==> src/rtl/flit_outbuf_pkg.sv <==
package flit_outbuf_pkg;
  localparam int unsigned SLOT_COUNT = 3;
  localparam int unsigned OCC_W      = $clog2(SLOT_COUNT + 1);
  localparam int unsigned STALL_AT   = SLOT_COUNT - 1;
endpackage

==> src/rtl/flit_outbuf_ring.sv <==
module flit_outbuf_ring #(
  parameter int unsigned N = 3
) (
  input  logic         clk,
  input  logic         rst,
  input  logic         step,
  output logic [N-1:0] sel
);
  always_ff @(posedge clk) begin
    if (rst)       sel <= N'(1);
    else if (step) sel <= {sel[N-2:0], sel[N-1]};
  end

  // a pointer always names exactly one slot
  p_onehot_r3: assert property (@(posedge clk) disable iff (rst)
    $countones(sel) == 1);
endmodule

==> src/rtl/flit_outbuf_slots.sv <==
module flit_outbuf_slots #(
  parameter int unsigned W = 16,
  parameter int unsigned N = 3
) (
  input  logic         clk,
  input  logic         wr_en,
  input  logic [N-1:0] wr_sel,
  input  logic [W-1:0] wr_data,
  input  logic [N-1:0] rd_sel,
  output logic [W-1:0] rd_data
);
  logic [W-1:0] mem [N];

  for (genvar g = 0; g < N; g++) begin : g_slot
    always_ff @(posedge clk) begin
      if (wr_en && wr_sel[g]) mem[g] <= wr_data;
    end
  end

  always_comb begin
    rd_data = '0;
    for (int i = 0; i < N; i++) begin
      if (rd_sel[i]) rd_data = rd_data | mem[i];
    end
  end
endmodule

==> src/rtl/flit_outbuf_ctl.sv <==
module flit_outbuf_ctl
  import flit_outbuf_pkg::*;
(
  input  logic             clk,
  input  logic             rst,
  input  logic             push,
  input  logic             pop,
  output logic [OCC_W-1:0] occ,
  output logic             in_ready,
  output logic             out_valid
);
  logic rdy_q;

  always_ff @(posedge clk) begin
    if (rst) begin
      occ   <= '0;
      rdy_q <= 1'b1;
    end else begin
      rdy_q <= in_ready;
      case ({push, pop})
        2'b10:   occ <= occ + 1'b1;
        2'b01:   occ <= occ - 1'b1;
        default: occ <= occ;
      endcase
    end
  end

  always_comb begin
    out_valid = (occ != '0);
    in_ready  = (occ < OCC_W'(STALL_AT)) || ((occ == OCC_W'(STALL_AT)) && !rdy_q);
  end

  // a write never meets a full buffer
  p_no_overflow_r7: assert property (@(posedge clk) disable iff (rst)
    push |-> (occ < OCC_W'(SLOT_COUNT)));

  // simultaneous read and write keeps occupancy
  p_steady_occ_r8: assert property (@(posedge clk) disable iff (rst)
    (push && pop) |=> (occ == $past(occ)));

  // a ready at the stall level is followed by a stall unless occupancy fell
  p_ready_pulse_r5: assert property (@(posedge clk) disable iff (rst)
    (in_ready && occ == OCC_W'(STALL_AT) && !pop) |=> !in_ready);

  // a stall at the stall level with unchanged occupancy gives ready back
  p_reassert_r6: assert property (@(posedge clk) disable iff (rst)
    (!in_ready && occ == OCC_W'(STALL_AT) && (push == pop)) |=> in_ready);
endmodule

==> src/rtl/flit_outbuf3.sv <==
module flit_outbuf3
  import flit_outbuf_pkg::*;
#(
  parameter int unsigned DATA_W = 16
) (
  input  logic              clk,
  input  logic              rst,
  input  logic [DATA_W-1:0] in_data,
  input  logic              in_valid,
  output logic              in_ready,
  output logic [DATA_W-1:0] out_data,
  output logic              out_valid,
  input  logic              out_ready
);
  logic [SLOT_COUNT-1:0] wr_sel;
  logic [SLOT_COUNT-1:0] rd_sel;
  logic [OCC_W-1:0]      occ;
  logic                  pop;

  assign pop = out_valid && out_ready;

  flit_outbuf_ring #(.N(SLOT_COUNT)) u_wr_ptr (
    .clk(clk), .rst(rst), .step(in_valid), .sel(wr_sel)
  );

  flit_outbuf_ring #(.N(SLOT_COUNT)) u_rd_ptr (
    .clk(clk), .rst(rst), .step(pop), .sel(rd_sel)
  );

  flit_outbuf_slots #(.W(DATA_W), .N(SLOT_COUNT)) u_slots (
    .clk(clk), .wr_en(in_valid), .wr_sel(wr_sel), .wr_data(in_data),
    .rd_sel(rd_sel), .rd_data(out_data)
  );

  flit_outbuf_ctl u_ctl (
    .clk(clk), .rst(rst), .push(in_valid), .pop(pop),
    .occ(occ), .in_ready(in_ready), .out_valid(out_valid)
  );

  // upstream commits a flit only after seeing ready one cycle earlier
  p_upstream_r2: assert property (@(posedge clk) disable iff (rst)
    in_valid |-> $past(in_ready));

  // a stalled head flit is held
  p_hold_r3: assert property (@(posedge clk) disable iff (rst)
    (out_valid && !out_ready) |=> (out_valid && $stable(out_data)));

  // ready is never offered with all slots taken
  p_full_stall_r7: assert property (@(posedge clk) disable iff (rst)
    (occ == OCC_W'(SLOT_COUNT)) |-> !in_ready);
endmodule

==> config.mk <==
export PLATFORM = sky130hd
export DESIGN_NAME = flit_outbuf3
export DESIGN_NICKNAME = d
export VERILOG_FILES = /design/src/rtl/flit_outbuf_pkg.sv /design/src/rtl/flit_outbuf_ring.sv /design/src/rtl/flit_outbuf_slots.sv /design/src/rtl/flit_outbuf_ctl.sv /design/src/rtl/flit_outbuf3.sv
export SDC_FILE = /design/constraint.sdc
export NUM_CORES = 1
export LEC_CHECK = 0
export CORE_UTILIZATION = 45
export CTS_BUF_LIST = sky130_fd_sc_hd__clkbuf_16
export CTS_CLUSTER_DIAMETER = 120
export DETAILED_ROUTE_END_ITERATION = 10
export GPL_ROUTABILITY_DRIVEN = 1
export PLACE_DENSITY = 0.7
export SYNTH_ARGS = -nofsm -noshare
export SYNTH_HDL_FRONTEND = slang
export SYNTH_SLANG_ARGS = --single-unit
==> constraint.sdc <==
create_clock -name clk -period 1.8 [get_ports clk]
set_clock_uncertainty 0.1 [all_clocks]
set_input_delay 0.36 -clock clk [delete_from_list [all_inputs] [get_ports clk]]
set_output_delay 0.36 -clock clk [all_outputs]
set_load 0.03 [all_outputs]
==> results_dict.tcl, run 1 <==
set metrics [dict create \
    status "complete, but fails checks" \
    violations "setup timing" \
    hold_violations 0 \
    clk_pin_slew_ns 0.04 \
    grt_usage 0.1948 \
    final_area_mm2 0.002924 \
    ys_types 18 \
    cp-start-kind "flip-flop" \
    die_area_mm2 0.004805 \
    pwr-share-comb 0.277 \
    wire_per_inst_um 17.51 \
    relSlewSlack 0.7853 \
    syn_avg_cell_area_um2 16.58 \
    cpPeakStageDelay_ns 0.37 \
    met1_usage 0.2318 \
    htreeDepth 3 \
    synth_seq_area_share 0.7951 \
    cts.sinks 57 \
    crit_arrival_ns 1.44 \
    hpwl_mm 2.300 \
    worst_pin_slew_ns 0.3210 \
    r2r_start "u_ctl.occ[0]" \
    finalWirelength_mm 4.184 \
    initial_core_util 0.4684 \
    area_delta_synth_final_pct 43.37 \
    hold_slack_ns 0.3697 \
    antenna_cells 0 \
    grt_pass1_vias 1414 \
    synth_nets 144 \
    crit_fanout 9 \
    viasPerCell 5.414 \
    final_nets 204 \
    clock.fmax_mhz 527.4 \
    tritoncts "built" \
    finalSetupViolCount 14 \
    rsz0062_at_grt "yes" \
    clk_latency_ns 0.31 \
    gr-total-overflow 0 \
    antenna_found_initial 0 \
    post_dp_cell_area_mm2 0.002517 \
    die_x_um 69.32 \
    grt-busiest-layer "met2" \
    first_iter_violations 135 \
    ir_worst_vdd_v 0.0007480 \
    path_buf_inv 3 \
    gr-usage-met3 0.05378 \
    critPathCaptureType "primary output" \
    p_clk_frac 0.331 \
    grt.met2_usage 0.3215 \
    min_path_type "flip-flop to flip-flop" \
    crit_slowest_cell "dfxtp_4" \
    setup_slack_ns -0.09615 \
    synth-seq-cells 57 \
    p_int_mw 2.965 \
    first_pass_iters 4 \
    die_h_um 69.32 \
    power_mw 4.124 \
    hp-start "u_wr_ptr.sel[0]" \
    cp_cell_sequence "buf_8 > a222oi_1 > inv_1 > buf_6" \
    vias 1294 \
    place_congestion 0.7078 \
    period_share 1.053 \
    pwr-share-seq 0.392 \
    final_layout_size_suffix_gt1_frac 0.2727 \
    cpLargestDelayFamily "buffers and inverters" \
    num_io_pins 38 \
    powerDensity_mw_per_mm2 1411 \
    switchingPower_mw 1.159 \
    grt_max_degree 19 \
    maxCapViolCount 0 \
    max-clock-path-buffers 2 \
    grt_pass1_wl_mm 6.824 \
    drc_errors 0 \
    crit_path_start "u_rd_ptr.sel[0]" \
    switching_share 0.2811 \
    syn_inst 123 \
    cts-root-buf "clkbuf_16" \
    power_leakage_nw 1.161 \
    port_buffers 37 \
    ys_warn_count 0 \
    path_class "flip-flop to primary output" \
    drv_slew 0 \
    cts_buffers 9 \
    fp-row-count 24 \
    required_ns 1.34 \
    syn-cell-area_mm2 0.002039 \
    fin_crit_ns 1.896 \
    antenna_left 0 \
    core_region_area_mm2 0.004354 \
]
[stage by stage]
stage	TNS [ns]	setup WS, ns	utilization	cells
after floorplan	0	0.1468	-	123
after global placement	-0.06655	-0.06655	0.5782	215
after detailed placement	-0.08664	-0.08664	0.5782	215
after CTS	-0.5353	-0.07412	0.6672	238
after global routing	-1.782	-0.1575	0.6716	239
final	-0.4603	-0.09615	0.6716	239
[power by group through the flow]
stage	clock network, mW	logic [mW]	registers (mW)
floorplan	0	0.598	1.58
finish	1.37	1.14	1.62
detailed placement	0	0.887	1.67
global route	1.45	1.21	1.63
global placement	0	0.862	1.67
CTS	1.39	1.11	1.61
[path summary, 6_finish.rpt]
kind	cells past startpoint	endpoint	slack, ns
min reg2reg	1	u_wr_ptr.sel[0]	0.37
min	1	u_wr_ptr.sel[0]	0.37
max reg2reg	5	u_ctl.occ[1]	0.23
max	4	out_data[11]	-0.1
[logic make-up after synthesis]
family / after synthesis / synth area share
AO/OA/AOI/OAI: 24 / 0.1018
AND/OR/NAND/NOR: 12 / 0.03067
XOR/XNOR: 2 / 0.008591
buffers and inverters: 25 / 0.04785
flip-flops: 57 / 0.7951
adder cells (fa/ha/maj): 1 / 0.006134
multiplexers: 2 / 0.009816
[sequential cells by signal, indices dropped and copies added, names as in the netlist]
name          count
u_wr_ptr.sel      3
u_rd_ptr.sel      3
u_ctl.rdy_q       1
u_slots.mem      48
u_ctl.occ         2
[synthesized netlist by cell type]
master     n  area share
edfxtp_1  48        0.71
inv_1     18       0.033
a222oi_1  16       0.079
dfxtp_1    9       0.088
nor2_1     5      0.0092
and2_1     4       0.012
clkbuf_1   4      0.0074
a21oi_1    3      0.0074
buf_2      3      0.0074
a211o_1    2      0.0086
mux2i_1    2      0.0098
o21ai_0    2      0.0049
or2_2      2      0.0061
ha_1       1      0.0061
o21ai_1    1      0.0025
or3_1      1      0.0031
xnor2_1    1      0.0043
xor2_1     1      0.0043
[placed cells by master (no fill, tap or decap), drive strengths merged, types with 2 or more instances in the layout]
master	instances
edfxtp	48
buf	35
inv	23
clkdlybuf4s50	19
a222oi	16
clkbuf	11
dfxtp	9
nor2	5
and2	4
a21oi	3
o21ai	3
or2	2
mux2i	2
a211o	2
[layout make-up]
type	count	area, um2
well taps	52	65.06
clock buffers	9	225.2
inverters	18	67.56
multi-input cells	41	320.3
flip-flops and latches	57	1633
fillers	305	1430
clock inverters	6	22.52
repair buffers	56	590.6
[timing repair]
| item | CTS | global route |
|---|---|---|
| pin swaps | 7 | 9 |
| hold buffers | 0 | 0 |
| gates resized for setup | 29 | 10 |
| buffers inserted | 8 | 1 |
| endpoints found under the setup margin | 18 | 18 |
[per-layer routing]
layer  vias to the layer above  share of wire  wire length (um)
met2                        44           0.50              2106
met5                         -              0                 0
met1                       643           0.43              1805
li1                        600              -                 -
met3                         7          0.054               224
met4                         0          0.011                47
(Power assumes the default switching activity.)
==> inputs of run 2 (changes only) <==
--- a/config.mk
+++ b/config.mk
@@ -7,7 +7,6 @@
 export LEC_CHECK = 0
 export CORE_UTILIZATION = 45
 export CTS_BUF_LIST = sky130_fd_sc_hd__clkbuf_16
-export CTS_CLUSTER_DIAMETER = 120
 export DETAILED_ROUTE_END_ITERATION = 10
 export GPL_ROUTABILITY_DRIVEN = 1
 export PLACE_DENSITY = 0.7
==> results of run 2 <==
Final layout, timing and power as in run 1 (identical DEF).
==> inputs of run 3 (changes only) <==
--- a/config.mk
+++ b/config.mk
@@ -5,6 +5,7 @@
 export SDC_FILE = /design/constraint.sdc
 export NUM_CORES = 1
 export LEC_CHECK = 0
+export CORE_MARGIN = 10
 export CORE_UTILIZATION = 45
 export CTS_BUF_LIST = sky130_fd_sc_hd__clkbuf_16
 export DETAILED_ROUTE_END_ITERATION = 10
@@ -13,3 +14,4 @@
 export SYNTH_ARGS = -nofsm -noshare
 export SYNTH_HDL_FRONTEND = slang
 export SYNTH_SLANG_ARGS = --single-unit
+export TNS_END_PERCENT = 10
==> results_dict.tcl, run 3 (synthesis gave the netlist of run 1 again) <==
set metrics [dict create \
    antenna_cells 0 \
    cts-root-buf "clkbuf_16" \
    die_h_um 87.32 \
    reg_top3 "u_slots.mem x48, u_rd_ptr.sel x3, u_wr_ptr.sel x3" \
    final_nets 197 \
    grt_max_degree 19 \
    hold_violations 0 \
    cp_cell_sequence "buf_4 > a222oi_1 > inv_1 > buf_4" \
    path_buf_inv 3 \
    fin_cells 233 \
    grt_usage 0.1261 \
    htreeDepth 3 \
    holdPathStages 1 \
    rsz0062_at_grt "yes" \
    die_x_um 87.32 \
    hp-start "u_wr_ptr.sel[0]" \
    final_common_cell "edfxtp_1" \
    post_dp_cell_area_mm2 0.002482 \
    r2r_cells 5 \
    drc_errors 0 \
    vias 1241 \
    holdPathEnd "u_wr_ptr.sel[0]" \
    die_area_mm2 0.007625 \
    grt_pass1_wl_mm 7.210 \
    cpLargestDelayFamily "buffers and inverters" \
    place_inst 214 \
    preCtsSetupSlack_ns -0.2096 \
    place_congestion 0.7157 \
    worst_path_most_repeated_cell "buf_4" \
    largest_reg_flops 48 \
    crit_slowest_cell "dfxtp_4" \
    clock.fmax_mhz 536.8 \
    violations "setup timing" \
    ff2ff_setup_slack_ns 0.13 \
    powerDensity_mw_per_mm2 1427 \
    period_share 1.035 \
    worst_pin_slew_ns 0.3210 \
    drv_slew 0 \
    setup_slack_ns -0.06306 \
    crit_fanout 5 \
    maxCapViolCount 0 \
    cpPeakStageDelay_ns 0.36 \
    clk_pin_slew_ns 0.05 \
    fin_crit_ns 1.863 \
    r2r_end "u_ctl.occ[1]" \
    num_io_pins 38 \
    wire_per_inst_um 18.96 \
    core_region_area_mm2 0.004384 \
    power_leakage_nw 1.091 \
    first_iter_violations 123 \
    hpwl_mm 2.779 \
    min_path_type "flip-flop to flip-flop" \
    port_buffers 37 \
    grt_pass1_vias 1466 \
    path_class "flip-flop to primary output" \
    r2r_start "u_ctl.occ[0]" \
    antenna_found_initial 0 \
    final_area_mm2 0.002795 \
    ir_worst_vdd_v 0.0007134 \
    cp-start-kind "flip-flop" \
    critPathCaptureType "primary output" \
    antenna_left 0 \
    first_pass_iters 5 \
    crit_path_start "u_rd_ptr.sel[0]" \
    max-clock-path-buffers 2 \
    hold_slack_ns 0.3624 \
    top_register "u_slots.mem" \
    viasPerCell 5.326 \
    initial_core_util 0.4652 \
    area_delta_synth_final_pct 37.06 \
    cts_buffers 9 \
    cts.sinks 57 \
    layout_common_cells "edfxtp_1 (48), buf_4 (20), inv_1 (19), clkdlybuf4s50_1 (19), a222oi_1 (16)" \
    gr-total-overflow 0 \
    finalSetupViolCount 12 \
    crit_arrival_ns 1.40 \
    tritoncts "built" \
    required_ns 1.34 \
    relSlewSlack 0.7853 \
    finalWirelength_mm 4.418 \
    status "complete, but fails checks" \
    clk_latency_ns 0.32 \
    final_layout_size_suffix_gt1_frac 0.2541 \
    fp-row-count 24 \
    cts-hold-fix-buffers 0 \
]
run 3: changes by cell type in the layout (fill, tap and decap cells not counted), sizes merged:
cell | previous run | this run
buf | 35 | 29
clkbuf | 11 | 10
clkinv | 1 | 6
inv | 23 | 19
run 3: worst max path at each step:
| stage | endpoint | cells past startpoint |
|---|---|---|
| finish | out_data[11] | 4 |
| global route | out_data[4] | 4 |
| CTS | out_data[9] | 4 |
| detailed placement | u_ctl.occ[1] | 6 |
| global placement | u_ctl.occ[1] | 6 |
| floorplan | u_ctl.occ[1] | 5 |
run 3: power by group:
group | internal (mW) | switching [mW]
Clock | 0.893 | 0.496
Combinational | 0.427 | 0.532
Sequential | 1.53 | 0.109
run 3: timing repair:
item | 4_1_cts | 5_1_grt
setup endpoints to repair | 17 | 17
hold endpoints to repair | 0 | 0
resized for setup | 16 | 2
pin swaps | 4 | 3
setup buffers | 3 | 0
run 3: area by class of cell:
type | count | area, um2
clock buffer | 9 | 225.2
fill | 305 | 1589
multi-input combinational | 41 | 320.3
clock inverter | 7 | 28.78
sequential | 57 | 1633
inverter | 18 | 67.56
timing repair buffer | 49 | 455.4
tap | 52 | 65.06
run 3: per-layer routing:
layer / vias up / GRT usage / wire [um]
met3: 6 / 0.07397 / 418
met5: - / 0 / 0
met2: 50 / 0.2083 / 2297
li1: 584 / - / -
met4: 0 / 0.04638 / 36
met1: 601 / 0.1287 / 1667
run 3: metrics by stage:
stage               total power [mW]  TNS [ns]    util
floorplan                      2.174         0       -
global placement               2.526  -0.08710  0.5662
detailed placement             2.560   -0.2096  0.5662
CTS                            4.042   -0.6802  0.6378
global route                   4.195    -1.678  0.6376
finish                         3.989   -0.4179  0.6376
